$ cat src/rtl/cfa_pkg.sv
package cfa_pkg;
  localparam int NUM_GAINS = 4;
  localparam int IDX_W     = $clog2(NUM_GAINS);
  localparam int MODE_W    = 3;

  typedef enum logic [MODE_W-1:0] {
    MODE_OFF        = 3'd0,
    MODE_MOSAIC_SEP = 3'd1,
    MODE_INTERLACE  = 3'd2,
    MODE_TRI        = 3'd3,
    MODE_QUAD       = 3'd4,
    MODE_VD_SEL     = 3'd5,
    MODE_MOSAIC_REP = 3'd6,
    MODE_USER       = 3'd7
  } steer_mode_e;
endpackage

$ cat src/rtl/cfa_edge_tracker.sv
module cfa_edge_tracker (
  input  logic clk_i,
  input  logic rst_ni,
  input  logic stb_i,
  input  logic vd_i,
  input  logic hd_i,
  output logic hd_rise_o,
  output logic vd_up_pend_o,
  output logic vd_dn_pend_o
);
  logic vd_q, hd_q, up_q, dn_q;

  assign hd_rise_o    = stb_i & hd_i & ~hd_q;
  // pending flags include an edge sampled on this same strobe
  assign vd_up_pend_o = up_q | (vd_i & ~vd_q);
  assign vd_dn_pend_o = dn_q | (~vd_i & vd_q);

  always_ff @(posedge clk_i or negedge rst_ni) begin
    if (!rst_ni) begin
      vd_q <= 1'b0;
      hd_q <= 1'b0;
      up_q <= 1'b0;
      dn_q <= 1'b0;
    end else if (stb_i) begin
      vd_q <= vd_i;
      hd_q <= hd_i;
      if (hd_rise_o) begin
        up_q <= 1'b0;
        dn_q <= 1'b0;
      end else begin
        up_q <= vd_up_pend_o;
        dn_q <= vd_dn_pend_o;
      end
    end
  end

  p_edge_clear_r12: assert property (@(posedge clk_i) disable iff (!rst_ni)
    (stb_i && hd_i && !hd_q) |=> (!up_q && !dn_q));
endmodule

$ cat src/rtl/cfa_pattern_seq.sv
module cfa_pattern_seq
  import cfa_pkg::*;
(
  input  logic             clk_i,
  input  logic             rst_ni,
  input  logic             stb_i,
  input  steer_mode_e      mode_i,
  input  logic             vd_i,
  input  logic             hd_i,
  input  logic             hd_rise_i,
  input  logic             up_pend_i,
  input  logic             dn_pend_i,
  output logic [IDX_W-1:0] idx_o
);
  logic             line_q, line_nx;
  logic [IDX_W-1:0] ph_q, ph_nx, ph_base, ph_use, idx_nx;
  logic [IDX_W:0]   len, ph_inc;
  logic             two_line, cyc_mode, restart;

  function automatic logic [IDX_W-1:0] pick(steer_mode_e m, logic ln, logic [IDX_W-1:0] ph);
    case (m)
      MODE_TRI, MODE_QUAD: pick = ph;
      MODE_MOSAIC_REP:     pick = {1'b0, ln} + {1'b0, ph[0]};
      default:             pick = {ln, ph[0]};
    endcase
  endfunction

  always_comb begin
    two_line = mode_i inside {MODE_MOSAIC_SEP, MODE_INTERLACE, MODE_VD_SEL, MODE_MOSAIC_REP};
    cyc_mode = mode_i inside {MODE_TRI, MODE_QUAD};
    restart  = hd_rise_i & (two_line | (cyc_mode & up_pend_i));
    len      = (mode_i == MODE_TRI) ? 3'd3 : (mode_i == MODE_QUAD) ? 3'd4 : 3'd2;

    line_nx = line_q;
    if (hd_rise_i) begin
      case (mode_i)
        MODE_MOSAIC_SEP, MODE_MOSAIC_REP: line_nx = up_pend_i ? 1'b0 : ~line_q;
        MODE_INTERLACE:  line_nx = (up_pend_i | dn_pend_i) ? 1'b0 : ~line_q;
        MODE_VD_SEL:     line_nx = dn_pend_i ? 1'b0 : (up_pend_i ? 1'b1 : line_q);
        default:         line_nx = line_q;
      endcase
    end

    ph_base = restart ? '0 : ph_q;
    ph_use  = ({1'b0, ph_base} >= len) ? '0 : ph_base;  // wrap after a mode change
    ph_inc  = {1'b0, ph_use} + 1'b1;
    ph_nx   = (ph_inc == len) ? '0 : ph_inc[IDX_W-1:0];

    case (mode_i)
      MODE_OFF: begin
        idx_nx = '0;
        ph_nx  = '0;
      end
      MODE_USER: begin
        idx_nx = {vd_i, hd_i};
        ph_nx  = '0;
      end
      default: idx_nx = pick(mode_i, line_nx, ph_use);
    endcase
  end

  always_ff @(posedge clk_i or negedge rst_ni) begin
    if (!rst_ni) begin
      line_q <= 1'b0;
      ph_q   <= '0;
      idx_o  <= '0;
    end else if (stb_i) begin
      line_q <= line_nx;
      ph_q   <= ph_nx;
      idx_o  <= idx_nx;
    end
  end

  p_hold_r2: assert property (@(posedge clk_i) disable iff (!rst_ni)
    !stb_i |=> $stable(idx_o));
  p_off_zero_r11: assert property (@(posedge clk_i) disable iff (!rst_ni)
    (stb_i && mode_i == MODE_OFF) |=> (idx_o == '0));
  p_user_direct_r10: assert property (@(posedge clk_i) disable iff (!rst_ni)
    (stb_i && mode_i == MODE_USER) |=> (idx_o == $past({vd_i, hd_i})));
  p_tri_range_r5: assert property (@(posedge clk_i) disable iff (!rst_ni)
    (stb_i && mode_i == MODE_TRI) |=> (idx_o != 2'd3));
  p_rep_range_r9: assert property (@(posedge clk_i) disable iff (!rst_ni)
    (stb_i && mode_i == MODE_MOSAIC_REP) |=> (idx_o != 2'd3));
endmodule

$ cat src/rtl/cfa_gain_mux.sv
module cfa_gain_mux
  import cfa_pkg::*;
#(
  parameter int GAIN_W = 6
) (
  input  logic [NUM_GAINS*GAIN_W-1:0] gains_i,
  input  logic [IDX_W-1:0]            idx_i,
  input  logic                        en_i,
  output logic [GAIN_W-1:0]           code_o
);
  localparam logic [GAIN_W-1:0] DEFAULT_CODE = '1;

  logic [GAIN_W-1:0] gain_arr [NUM_GAINS];

  for (genvar k = 0; k < NUM_GAINS; k++) begin : g_unpack
    assign gain_arr[k] = gains_i[k*GAIN_W +: GAIN_W];
  end

  assign code_o = en_i ? gain_arr[idx_i] : DEFAULT_CODE;
endmodule

$ cat src/rtl/cfa_gain_steer.sv
module cfa_gain_steer
  import cfa_pkg::*;
#(
  parameter int GAIN_W = 6
) (
  input  logic                        clk_i,
  input  logic                        rst_ni,
  input  logic                        pix_stb_i,
  input  logic                        vd_i,
  input  logic                        hd_i,
  input  logic [MODE_W-1:0]           mode_i,
  input  logic                        gain_en_i,
  input  logic [NUM_GAINS*GAIN_W-1:0] gains_i,
  output logic [IDX_W-1:0]            gain_idx_o,
  output logic [GAIN_W-1:0]           gain_code_o
);
  logic hd_rise, up_pend, dn_pend;

  cfa_edge_tracker u_edges (
    .clk_i       (clk_i),
    .rst_ni      (rst_ni),
    .stb_i       (pix_stb_i),
    .vd_i        (vd_i),
    .hd_i        (hd_i),
    .hd_rise_o   (hd_rise),
    .vd_up_pend_o(up_pend),
    .vd_dn_pend_o(dn_pend)
  );

  cfa_pattern_seq u_seq (
    .clk_i     (clk_i),
    .rst_ni    (rst_ni),
    .stb_i     (pix_stb_i),
    .mode_i    (steer_mode_e'(mode_i)),
    .vd_i      (vd_i),
    .hd_i      (hd_i),
    .hd_rise_i (hd_rise),
    .up_pend_i (up_pend),
    .dn_pend_i (dn_pend),
    .idx_o     (gain_idx_o)
  );

  cfa_gain_mux #(.GAIN_W(GAIN_W)) u_mux (
    .gains_i(gains_i),
    .idx_i  (gain_idx_o),
    .en_i   (gain_en_i),
    .code_o (gain_code_o)
  );
endmodule

$ cat config.mk
export PLATFORM = sky130hd
export DESIGN_NAME = cfa_gain_steer
export DESIGN_NICKNAME = d
export VERILOG_FILES = /design/src/rtl/cfa_pkg.sv /design/src/rtl/cfa_edge_tracker.sv /design/src/rtl/cfa_pattern_seq.sv /design/src/rtl/cfa_gain_mux.sv /design/src/rtl/cfa_gain_steer.sv
export SDC_FILE = /design/constraint.sdc
export NUM_CORES = 1
export LEC_CHECK = 0
export BUFFER_PORTS_ARGS = -buffer_cell sky130_fd_sc_hd__buf_2
export CORE_MARGIN = 2
export CORE_UTILIZATION = 53
export CTS_BUF_LIST = sky130_fd_sc_hd__clkbuf_8
export CTS_CLUSTER_DIAMETER = 100
export DETAILED_ROUTE_END_ITERATION = 12
export PLACE_DENSITY = 0.87
export SKIP_CTS_REPAIR_TIMING = 1
export SLEW_MARGIN = 5
export SYNTH_ARGS = -nofsm -noshare
export SYNTH_HDL_FRONTEND = slang
export SYNTH_SLANG_ARGS = --single-unit
$ cat constraint.sdc
create_clock -name clk_i -period 7.2 [get_ports clk_i]
set_input_delay 2.16 -clock clk_i [delete_from_list [all_inputs] [get_ports clk_i]]
set_output_delay 2.16 -clock clk_i [all_outputs]
set_load 0.01 [all_outputs]
==> impl_metrics.yaml <==
sta:
  timing.slew.headroom_pct: 74.7
  hold_violations: 0
  setup_ws_ns: 2.04
  timing.fmax_ghz: 0.194
  slew_violations: 0
  post-route-min-period_ns: 5.16
  fin_skew_ns: 0.00199
  final-setup-viol-count: 0
  grt_setup_unrepaired: "false"
  timing.setup.tns_ns: 0
  tightestPinTransition_ns: 0.370
  smallest_hold_slack_ns: 0.528
  final_min_period_over_clock_period_pct: 71.7
final_layout:
  n_antenna_cell: 0
  final_cell_mix: "sky130_fd_sc_hd__buf_2 (40), sky130_fd_sc_hd__dfrtp_1 (9), sky130_fd_sc_hd__nand2b_1 (8), sky130_fd_sc_hd__inv_1 (7), sky130_fd_sc_hd__nand2_1 (7)"
  post-route-util_pct: 70.7
  finish.instance_area_um2: 1220
  post_route_cells_drive_above_1_share_pct: 39.7
  instances_no_fill: 171
  most_common_cell_after_layout_fill_and_taps_aside: "sky130_fd_sc_hd__buf_2"
  layout.filler_cells: 139
  area.growth.synth_to_final_pct: 24.5
  design.final.nets: 184
critical_path:
  crit_chain: "buf_2, mux4_2, nand2b_1, buf_2"
  worst-endpoint-required_ns: 5.04
  timing.critical_path.mode_cell: "sky130_fd_sc_hd__buf_2"
  timing.critical_path.arrival_ns: 3.00
  maximum_single_stage_delay_on_the_critical_path_ns: 0.45
  worst_setup_path_end_kind: "output port"
  cp_startpoint_kind: "primary input"
  timing.critical_path.fanout_max: 1
  setup.worst_path.class: "in -> out"
  crit_path_top_delay_cell: "sky130_fd_sc_hd__mux4_2"
clock_tree:
  cts.sink_count: 9
  clock_buffer_depth: 2
  cts_buf_count: 3
  cts.reportedPaths.clkPinSlew_ns: 0.05
  htreeDepth: 1
  clk_root_buffer_cell: "sky130_fd_sc_hd__clkbuf_8"
  clk-insertion-delay-late_ns: 0.24
  tritoncts_clock_tree: "yes"
die:
  ios: 41
  floorplan.die.width_um: 47.0
  row_count: 15
  placeableCoreArea_um2: 1730
  initial_core_util_pct: 56.8
  die_height_um: 47.0
  dieArea_um2: 2210
power_and_ir_drop:
  switching_share_pct: 36.5
  power_frac_comb_pct: 48.8
  worst_ir_drop_vdd_mv: 0.163
  net-switching-power_mw: 0.100
  pwr_density_cell_nw_per_um2: 225
  finalPower_mw: 0.275
  internal_power_mw: 0.175
  power_frac_seq_pct: 29.6
  power.leakage_nw: 0.568
  clkPwrFrac_pct: 21.6
logic_synthesis:
  synth.yosys.warnings: 0
  netlist_instances: 108
  synth_edf_count: 0
  cell_area_after_synthesis_um2: 981
  synth_top_area_share_pct: 23.0
  main_synth_ff_type: "sky130_fd_sc_hd__dfrtp_1"
  synth_seq_cells: 9
  yosysSeqAreaShare_pct: 23.0
  async_flop_share_pct: 100
  synth.lib_cells_used.distinct: 45
  yosys-top-cells-area: "sky130_fd_sc_hd__dfrtp_1 (23%), sky130_fd_sc_hd__mux4_2 (14%), sky130_fd_sc_hd__ha_1 (5.1%), sky130_fd_sc_hd__nand2b_1 (5.1%), sky130_fd_sc_hd__nor2b_1 (3.2%)"
  synth_top_area_cell: "sky130_fd_sc_hd__dfrtp_1"
  synthesis.nets: 145
  syn-mean-instance-area_um2: 9.08
outcome:
  run_status: "finished clean"
routing:
  routed-wl-met3_um: 297
  via_per_inst: 5.85
  postRouteAntennaNets: 0
  dr.first_iter.drc_count: 29
  wl_met1_um: 889
  drc: 0
  dr.pass1.iters: 4
  detail_route.wl_per_cell_um: 14.0
  drt-total-wl_um: 2390
  routed-via-count: 1001
  met2RoutedLength_um: 1160
  topRoutingLayerUsed: "met4"
placed_design:
  placed_cells: 167
  io_buffers: 40
  post-dp-hpwl_um: 1900
  placement.cell_area_um2: 1180
  gp_congestion: 0.924
  pre_cts_ws_ns: 2.04
hold_path:
  path_class_of_the_lowest_slack_min_delay_path: "reg -> reg"
grt:
  grt_antenna_before_repair: 0
  grt_start_max_net_pins: 17
  first_pass_grt_wire_length_um: 3540
  gr-total-overflow: 0
  first_global_vias: 851
  gr-usage-all-layers_pct: 23.2
run:
  cap_violations: 0
power by group through the flow:
stage / clock, mW / combinational, mW / sequential, mW
after floorplan: 0 / 0.108 / 0.0726
after global placement: 0 / 0.128 / 0.0813
after detailed placement: 0 / 0.134 / 0.0819
after CTS: 0.0611 / 0.134 / 0.0813
after global routing: 0.0631 / 0.148 / 0.0839
final: 0.0594 / 0.134 / 0.0814
logic make-up after synthesis:
family                     count (synthesis)  share of synthesized area [%]
AOI/OAI and AO/OA                         29                           21.2
xor gates and xnor gates                   1                          0.893
adders and majority gates                  4                           5.10
buffers and inverters                     12                           6.00
DFF                                        9                           23.0
muxes                                      8                           15.9
and+or+nand+nor                           45                           27.9
synth_stat cells (2+ instances only):
master and instances:
sky130_fd_sc_hd__dfrtp_1 9, sky130_fd_sc_hd__nand2b_1 8, sky130_fd_sc_hd__nand2_1 7, sky130_fd_sc_hd__a21oi_1 6
sky130_fd_sc_hd__inv_1 6, sky130_fd_sc_hd__mux4_2 6, sky130_fd_sc_hd__nor2_1 6, sky130_fd_sc_hd__nor2b_1 5
sky130_fd_sc_hd__o21ai_0 5, sky130_fd_sc_hd__a31oi_1 4, sky130_fd_sc_hd__ha_1 4, sky130_fd_sc_hd__nand4_1 3
sky130_fd_sc_hd__nor3_1 3, sky130_fd_sc_hd__buf_2 2, sky130_fd_sc_hd__clkbuf_1 2, sky130_fd_sc_hd__nand3b_1 2
sky130_fd_sc_hd__o221ai_1 2
final cells by class:
| class | instances | area, um^2 | share of cell area, % |
|---|---|---|---|
| clock buffers | 3 | 41.3 | 3.38 |
| clock inverters | 1 | 3.75 | 0.307 |
| inverters | 6 | 22.5 | 1.84 |
| multi-input cells | 87 | 697 | 57.1 |
| flip-flops and latches | 9 | 225 | 18.4 |
| well taps | 25 | 31.3 | 2.56 |
| repair buffers | 40 | 200 | 16.4 |
worst paths after layout:
path	slack, ns	to	from	cells after the start
min in group asynchronous	1.77	u_seq.idx_o[0]	rst_ni	1
max in group asynchronous	5.25	u_seq.line_q	rst_ni	1
worst max-delay path	2.04	gain_code_o[0]	gains_i[18]	4
worst max register to register	3.96	u_seq.ph_q[1]	u_edges.up_q	15
worst min register to register	0.53	u_edges.hd_q	u_edges.hd_q	1
worst min-delay path	0.53	u_edges.hd_q	u_edges.hd_q	1
critical path: cells and delay by family:
family	cells	cell delay (ns)
simple gates	1	0.16
buf+inv	2	0.24
mux	1	0.45
sequential cells by signal, summed over array words and instances (netlist names):
| signal | cells |
|---|---|
| u_seq.idx_o | 2 |
| u_seq.ph_q | 2 |
| u_edges.dn_q | 1 |
| u_edges.hd_q | 1 |
| u_edges.up_q | 1 |
| u_edges.vd_q | 1 |
| u_seq.line_q | 1 |
metal layers:
metal	up-vias	track usage (%)
li1	488	-
met1	457	25.2
met2	51	41.9
met3	5	5.77
met4	0	10.6
met5	-	0
(Power assumes the default switching activity.)
